===== src/rtl/wdt_gate_pkg.sv =====
package wdt_gate_pkg;
  typedef enum logic [1:0] {
    LK_CLOSED = 2'd0,
    LK_ARMED  = 2'd1,
    LK_OPEN   = 2'd2
  } lock_st_t;

  localparam logic [1:0] SZ_BYTE = 2'd0;
  localparam logic [1:0] SZ_HALF = 2'd1;
  localparam logic [1:0] SZ_WORD = 2'd2;

  localparam logic [3:0] OFS_PRE1 = 4'h0;
  localparam logic [3:0] OFS_PRE2 = 4'h4;
  localparam logic [3:0] OFS_CTRL = 4'hC;

  localparam logic [31:0] KEY_ARM  = 32'h0000_0080;
  localparam logic [31:0] KEY_OPEN = 32'h0000_0086;

  localparam int BIT_PING  = 8;
  localparam int BIT_CLR_A = 9;
  localparam int BIT_CLR_B = 12;

  localparam logic [31:0] FLAG_READ = 32'h0000_1200;

  function automatic logic [31:0] lane_value(input logic [1:0] sz, input logic [31:0] d);
    case (sz)
      SZ_BYTE: lane_value = {24'd0, d[7:0]};
      SZ_HALF: lane_value = {16'd0, d[15:0]};
      default: lane_value = d;
    endcase
  endfunction
endpackage


===== src/rtl/wdt_lock_fsm.sv =====
module wdt_lock_fsm
  import wdt_gate_pkg::*;
(
  input  logic     clk,
  input  logic     rst_n,
  input  logic     wr_en,
  input  logic     key_arm,
  input  logic     key_open,
  output lock_st_t state,
  output logic     consume
);
  lock_st_t nxt;

  always_comb begin
    nxt     = state;
    consume = 1'b0;
    if (wr_en) begin
      if (key_arm) begin
        nxt = LK_ARMED;
      end else if (key_open && state == LK_ARMED) begin
        nxt = LK_OPEN;
      end else if (state == LK_OPEN) begin
        nxt     = LK_CLOSED;
        consume = 1'b1;
      end
    end
  end

  always_ff @(posedge clk) begin
    if (!rst_n) state <= LK_CLOSED;
    else        state <= nxt;
  end

  // the arm key always arms
  a_r1_arm_any_state: assert property (@(posedge clk) disable iff (!rst_n)
    wr_en && key_arm |=> state == LK_ARMED);
  // the open key outside the armed state never opens
  a_r2_open_needs_arm: assert property (@(posedge clk) disable iff (!rst_n)
    wr_en && key_open && !key_arm && state != LK_ARMED |=> state != LK_OPEN);
  // an open gate closes after one non-arm write
  a_r3_one_shot: assert property (@(posedge clk) disable iff (!rst_n)
    wr_en && !key_arm && state == LK_OPEN |=> state == LK_CLOSED);
  // a closed gate stays closed on a non-key write
  a_r3_closed_holds: assert property (@(posedge clk) disable iff (!rst_n)
    wr_en && !key_arm && !key_open && state == LK_CLOSED |=> state == LK_CLOSED);
endmodule


===== src/rtl/wdt_action_decode.sv =====
module wdt_action_decode
  import wdt_gate_pkg::*;
#(
  parameter int ADDR_W    = 4,
  parameter int DATA_W    = 32,
  parameter int PRELOAD_W = 20
) (
  input  logic                 clk,
  input  logic                 rst_n,
  input  logic                 consume,
  input  logic [ADDR_W-1:0]    addr,
  input  logic [1:0]           size,
  input  logic [DATA_W-1:0]    value,
  output logic                 ping,
  output logic                 ld1,
  output logic                 ld2,
  output logic [PRELOAD_W-1:0] preload,
  output logic                 clr_req
);
  logic is_word, is_half, at_ctrl;

  always_comb begin
    is_word = (size == SZ_WORD);
    is_half = (size == SZ_HALF);
    at_ctrl = (addr == ADDR_W'(OFS_CTRL));
    clr_req = consume && is_half && at_ctrl && (value[BIT_CLR_A] || value[BIT_CLR_B]);
  end

  always_ff @(posedge clk) begin
    if (!rst_n) begin
      ping    <= 1'b0;
      ld1     <= 1'b0;
      ld2     <= 1'b0;
      preload <= '0;
    end else begin
      ping <= consume && is_half && at_ctrl && value[BIT_PING];
      ld1  <= consume && is_word && (addr == ADDR_W'(OFS_PRE1));
      ld2  <= consume && is_word && (addr == ADDR_W'(OFS_PRE2));
      if (consume && is_word) preload <= value[PRELOAD_W-1:0];
    end
  end

  // at most one strobe at a time
  a_r10_strobe_onehot: assert property (@(posedge clk) disable iff (!rst_n)
    $onehot0({ping, ld1, ld2}));
  // a consumed byte write never strobes
  a_r8_byte_no_effect: assert property (@(posedge clk) disable iff (!rst_n)
    consume && size == SZ_BYTE |=> !ping && !ld1 && !ld2);
endmodule


===== src/rtl/wdt_reboot_flag.sv =====
module wdt_reboot_flag
  import wdt_gate_pkg::*;
#(
  parameter int ADDR_W = 4,
  parameter int DATA_W = 32
) (
  input  logic              clk,
  input  logic              rst_n,
  input  logic              set_i,
  input  logic              clr_i,
  input  logic              rd_en,
  input  logic [ADDR_W-1:0] addr,
  input  logic [1:0]        size,
  output logic [DATA_W-1:0] rdata
);
  logic flag;

  always_ff @(posedge clk) begin
    if (!rst_n)     flag <= 1'b0;
    else if (set_i) flag <= 1'b1;
    else if (clr_i) flag <= 1'b0;
  end

  always_comb begin
    rdata = '0;
    if (rd_en && size == SZ_HALF && addr == ADDR_W'(OFS_CTRL) && flag)
      rdata = DATA_W'(FLAG_READ);
  end

  // set wins over a clear in the same cycle
  a_r6_set_wins: assert property (@(posedge clk) disable iff (!rst_n)
    set_i |=> flag);
  // no read, no data
  a_r7_idle_zero: assert property (@(posedge clk) disable iff (!rst_n)
    !rd_en |-> rdata == '0);
endmodule


===== src/rtl/wdt_unlock_gate.sv =====
module wdt_unlock_gate
  import wdt_gate_pkg::*;
#(
  parameter int ADDR_W    = 4,
  parameter int DATA_W    = 32,
  parameter int PRELOAD_W = 20
) (
  input  logic                 clk,
  input  logic                 rst_n,
  input  logic                 wr_en,
  input  logic                 rd_en,
  input  logic [ADDR_W-1:0]    addr,
  input  logic [1:0]           size,
  input  logic [DATA_W-1:0]    wdata,
  output logic [DATA_W-1:0]    rdata,
  input  logic                 wdt_reset_seen,
  output logic                 keepalive,
  output logic                 pre1_load,
  output logic                 pre2_load,
  output logic [PRELOAD_W-1:0] preload_value
);
  logic [31:0] wval;
  logic        key_arm, key_open, consume, clr_req;
  lock_st_t    lk_state;

  always_comb begin
    wval     = lane_value(size, 32'(wdata));
    key_arm  = (addr == ADDR_W'(OFS_CTRL)) && (wval == KEY_ARM);
    key_open = (addr == ADDR_W'(OFS_CTRL)) && (wval == KEY_OPEN);
  end

  wdt_lock_fsm u_lock (
    .clk      (clk),
    .rst_n    (rst_n),
    .wr_en    (wr_en),
    .key_arm  (key_arm),
    .key_open (key_open),
    .state    (lk_state),
    .consume  (consume)
  );

  wdt_action_decode #(
    .ADDR_W    (ADDR_W),
    .DATA_W    (DATA_W),
    .PRELOAD_W (PRELOAD_W)
  ) u_act (
    .clk     (clk),
    .rst_n   (rst_n),
    .consume (consume),
    .addr    (addr),
    .size    (size),
    .value   (DATA_W'(wval)),
    .ping    (keepalive),
    .ld1     (pre1_load),
    .ld2     (pre2_load),
    .preload (preload_value),
    .clr_req (clr_req)
  );

  wdt_reboot_flag #(
    .ADDR_W (ADDR_W),
    .DATA_W (DATA_W)
  ) u_flag (
    .clk   (clk),
    .rst_n (rst_n),
    .set_i (wdt_reset_seen),
    .clr_i (clr_req),
    .rd_en (rd_en),
    .addr  (addr),
    .size  (size),
    .rdata (rdata)
  );

  // strobes last a single cycle
  a_r10_single_cycle: assert property (@(posedge clk) disable iff (!rst_n)
    keepalive || pre1_load || pre2_load |=> !keepalive && !pre1_load && !pre2_load);
  // a strobe only follows a write made while the gate was open
  a_r3_strobe_needs_open: assert property (@(posedge clk) disable iff (!rst_n)
    keepalive || pre1_load || pre2_load |-> $past(wr_en) && $past(lk_state == LK_OPEN));
endmodule


===== config.mk =====
export PLATFORM = sky130hd
export DESIGN_NAME = wdt_unlock_gate
export DESIGN_NICKNAME = d
export VERILOG_FILES = /design/src/rtl/wdt_gate_pkg.sv /design/src/rtl/wdt_lock_fsm.sv /design/src/rtl/wdt_action_decode.sv /design/src/rtl/wdt_reboot_flag.sv /design/src/rtl/wdt_unlock_gate.sv
export SDC_FILE = /design/constraint.sdc
export NUM_CORES = 1
export LEC_CHECK = 0
export BUFFER_PORTS_ARGS = -buffer_cell sky130_fd_sc_hd__buf_4
export CORE_ASPECT_RATIO = 1.25
export CORE_UTILIZATION = 30
export CTS_CLUSTER_DIAMETER = 120
export DETAILED_ROUTE_END_ITERATION = 6
export PLACE_DENSITY_LB_ADDON = 0.08
export SLEW_MARGIN = 20
export SYNTH_ARGS = -nofsm -noshare
export SYNTH_HDL_FRONTEND = slang
export SYNTH_SLANG_ARGS = --single-unit

===== constraint.sdc =====
create_clock -name clk -period 3.7 [get_ports clk]
set_clock_uncertainty 0.05 [all_clocks]
set_input_delay 0.555 -clock clk [delete_from_list [all_inputs] [get_ports clk]]
set_output_delay 0.555 -clock clk [all_outputs]
set_load 0.03 [all_outputs]

======== Yosys cells after proc, flatten, opt, wreduce, memory -nomap -nowiden ========
Cells that the tools add are included.
Widths: inputs -> output; s select.
cells by class
  mux-type cells .......................... 11
  eq/ne operators ......................... 8
  reductions and logical operators ........ 19
operator list
  kind                 count
  $eq 32x8->1 const B  2
  $pmux 32 s2          1
  $logic_and 1x1->1    13
  $mux 13              1
  $mux 1               6
  $mux 2               3
  $eq 2x1->1 const B   2
  $eq 2x2->1 const B   2
  $eq 4x3->1 const B   1
  $eq 4x4->1 const B   1
  $logic_not 4->1      1
  $reduce_bool 3->1    1
  $logic_not 2->1      1
  $reduce_and 2->1     1
  $reduce_bool 2->1    1
  $logic_or 1x1->1     1
word-level totals
  output and inout bits ................... 55
  input bits .............................. 43
  register bits ........................... 26

======== Logic depth before layout (Yosys ltp) ========
  word-level depth ........................ 13
  mapped depth ............................ 6
  depth with buffers taken out ............ 5

======== Cells and area by module ========
A second synthesis with hierarchy kept.
second synthesis, totals
  cell total of the unflattened synthesis .. 193
  area, all modules ....................... 1640.3 um2
modules (own cells, without submodules)
  module             cells an instance  area an instance (um2)  sequential area each (um2)  instances
  wdt_action_decode  101                918.4                   460.4                       1
  wdt_unlock_gate    43                 332.8                   0.0                         1
  wdt_reboot_flag    38                 295.3                   20.0                        1
  wdt_lock_fsm       11                 93.8                    40.0                        1

======== Worst setup path after synthesis ========
OpenSTA, ideal clock, no wires.
  path kind ............................... input -> output
  from .................................... input port addr[1]
  to ...................................... output port rdata[12]
  cell stages on the path ................. 4
  data arrival time ....................... 2.455 ns
  required time ........................... 3.095 ns
  slack ................................... 0.640 ns
  cell sequence ........................... nor3b_1 -> nand2_1 -> nor4b_1 -> buf_4
between the ends
  longest elaborated chain between the ends .. 4
ends and longest elaborated chain
  element                          line                   text
  start: declaration               wdt_unlock_gate.sv:12  input logic [ADDR_W-1:0] addr,
  $eq 4x4->1                       wdt_reboot_flag.sv:26  if (rd_en && size == SZ_HALF && addr == ADDR_W'(OFS_CTRL) && flag)
  $logic_and 1x1->1 (2 in series)  wdt_reboot_flag.sv:26
  $mux 13                          wdt_reboot_flag.sv:26
  end: declaration                 wdt_unlock_gate.sv:15  output logic [DATA_W-1:0] rdata,
No other way between the ends.

======== Final worst setup path ========
  from .................................... input port addr[1]
  to ...................................... output port rdata[9]
The elaborated chain is that of the path after synthesis.

==> results.toml <==
[floorplanning]
core_um2 = 4459
placementRows = 27
die_h_um = 78.76
start_util_pct = 31.71
io_pins = 98
dieArea_um2 = 4993
die_w_um = 63.40

[setup_path]
slowest_delay_ns = 0.46
slowest_stage = "nor4b_1"
reg2reg_to = "u_act.preload[2]"
cp_common_cell = "buf_4"
cp.arrival_ns = 1.89
crit_cells = 5
cp-end-kind = "output port"
required_ns = 3.09
critPathMaxFanout = 4
r2r_start = "u_lock.state[0]"
crit_chain = "buf_4 > nor3b_1 > nand2_1 > nor4b_1 > buf_4"
r2r_slack_ns = 1.75
reg2reg_depth = 4
critPathLaunchType = "primary input"
critical_path_buf_inv_count = 2
critPathKind = "in2out"
cpLargestDelayFamily = "simple AND/OR/NAND/NOR gates"

[route]
drt_wl_total_um = 3287
top_layer = "met4"
drtIter0Drc = 21
wl_met2_um = 1523
routedWlPerCell_um = 11.66
wl_met3_um = 269
routedLengthMet1_um = 1458
drtPass1Iterations = 4
vias = 1215
antenna_left = 0
drc = 0
avgViaCountPerCell = 4.309

[placed_design]
post-place-ws_ns = 1.175
place_area_um2 = 1841
io_buffers = 67
gp_congestion = 0.6416
hpwl_um = 2518

[layout]
fin_area_um2 = 1882
n_antenna_cell = 0
area_delta_synth_final_pct = 33.10
fin_nets = 269
drive_gt1_share_pct = 33.48

[global_route]
first_global_vias = 1112
grt_pass1_wl_um = 4940
grt_max_degree = 46
antenna_found_initial = 0
gr-total-overflow = 0
grtUsageTotal_pct = 12.42

[synth]
async_flop_share_pct = 0
ys_seq_area_share_pct = 36.81
synth_top_flop_cell = "dfxtp_1"
syn_area_um2 = 1414
synth_edf_count = 0
synthCells = 162
syn_area_per_cell_um2 = 8.728
synth_seq_cells = 26
yosysWarnings = 0
synth.distinct_cells = 28

[clocking]
clk_pin_slew_ns = 0.09
cts_tree = "yes"
clock_latency_ns = 0.27
cts_resized = 0
cts_setup_buffers = 0
cts_hold_buffers = 0
cts-root-buf = "clkbuf_8"
cts_buffers = 3
htree_levels = 1
cts.sinks = 26
clockBufferDepth = 2

[timing]
rsz0062_at_grt = "false"
slew_headroom_pct = 53.42
timing.fmax_ghz = 0.4008
hold_viol = 0
finalCritPeriodShare_pct = 67.42
drv_slew = 0
min_period_ns = 2.495
worst_slew_pin_slew_ns = 0.6935
setup_viol = 0
fin_setup_tns_ns = 0
finalWorstSetupSlack_ns = 1.205

[job]
cap_violations = 0

[outcome]
status = "finished, final reports clean"

[min_path]
hold_path_startpoint = "u_act.preload[19]"
hold_path_end = "u_act.preload[19]"
hp-class = "reg2reg"
hold_depth = 2

[pwr]
p_leak_nw = 0.8181
vdd_drop_max_v = 0.0001466
powerDensity_nw_per_um2 = 288.5
==> worst max-delay path by stage <==
stage	end	startpoint	slack (ns)
after floorplan	rdata[12]	addr[1]	0.64
after global placement	rdata[9]	addr[1]	1.16
after detailed placement	rdata[9]	addr[1]	1.17
after CTS	rdata[9]	addr[1]	1.16
after global routing	rdata[9]	addr[1]	1.03
final	rdata[9]	addr[1]	1.21
==> state kept, by name, summed over array words and instances, names as in the netlist <==
signal,cells
u_act.preload,20
u_act.ping,1
u_flag.flag,1
u_lock.state,2
u_act.ld1,1
u_act.ld2,1
==> area by class of cell <==
cell class | count | area (µm²)
fill | 495 | 2577
multi-input combinational | 126 | 733.2
sequential | 26 | 520.5
timing repair buffer | 68 | 510.5
tap | 58 | 72.57
clock buffer | 3 | 41.29
inverter | 1 | 3.754
==> per-layer routing <==
layer	GRT usage, %	vias to the layer above
li1	-	618
met1	15.82	537
met2	20.00	56
met3	3.017	4
met4	4.773	0
met5	0	-
==> Yosys cell counts (2+ instances only) <==
library cell | n | area share [%]
nand2_1 | 43 | 11
buf_4 | 31 | 16
dfxtp_1 | 26 | 37
mux2i_1 | 20 | 14
nor4_1 | 6 | 2.7
clkbuf_1 | 5 | 1.3
nor4b_1 | 3 | 1.9
a21boi_0 | 2 | 1.1
and4b_1 | 2 | 1.4
buf_6 | 2 | 1.6
nand3_1 | 2 | 0.71
nor2_1 | 2 | 0.53
nor4_2 | 2 | 1.8
or4_1 | 2 | 1.1
==> tightest hold or removal path: stages (launching register included) <==
cell and delay (ns):
dfxtp_1 0.32, nand2_1 0.05, mux2i_1 0.05
==> cells by family (layout without fill, tap and decap cells) <==
kind of cell    Yosys count  after routing  synth area share [%]
mux                      20             20                 14.16
flops                    26             26                 36.81
simple gates             69             69                 25.13
buf+inv                  39             72                 19.65
other cells               1             30                0.2652
compound gates            7              7                 3.982
==> layout by cell type, fill, tap and decap left out, drive strengths merged <==
cell type  Yosys  final
inv            1      1
conb           1     30
o41ai          1      1
nand3          2      2
nor4b          3      3
nor3           1      1
o221a          1      1
a41oi          1      1
or3            1      1
a21boi         2      2
or4            3      3
dfxtp         26     26
nand3b         1      1
nor4           8      8
mux2i         20     20
o21bai         1      1
and4b          2      2
a21oi          1      1
nand2         43     43
clkbuf         5      3
nand4          1      1
nand4b         1      1
nor2           2      2
buf           33     68
nor3b          1      1
==> power breakdown <==
group,switching [mW],internal [mW],total [mW]
sequential,0.000348,0.280,0.281
clock,0.0871,0.0729,0.160
combinational,0.0666,0.0355,0.102
==> through the flow <==
step / power, mW / util, % / hold slack (ns) / std cells
4_1_cts: 0.5511 / 42.20 / 0.4153 / 282
5_1_grt: 0.5708 / 42.20 / 0.4293 / 282
3_5_place_dp: 0.3896 / 41.27 / 0.3985 / 279
2_1_floorplan: 0.3702 / - / 0.4014 / 191
6_report: 0.5428 / 42.20 / 0.4111 / 282
3_3_place_gp: 0.3896 / 41.27 / 0.3963 / 279
(Power assumes the default switching activity.)
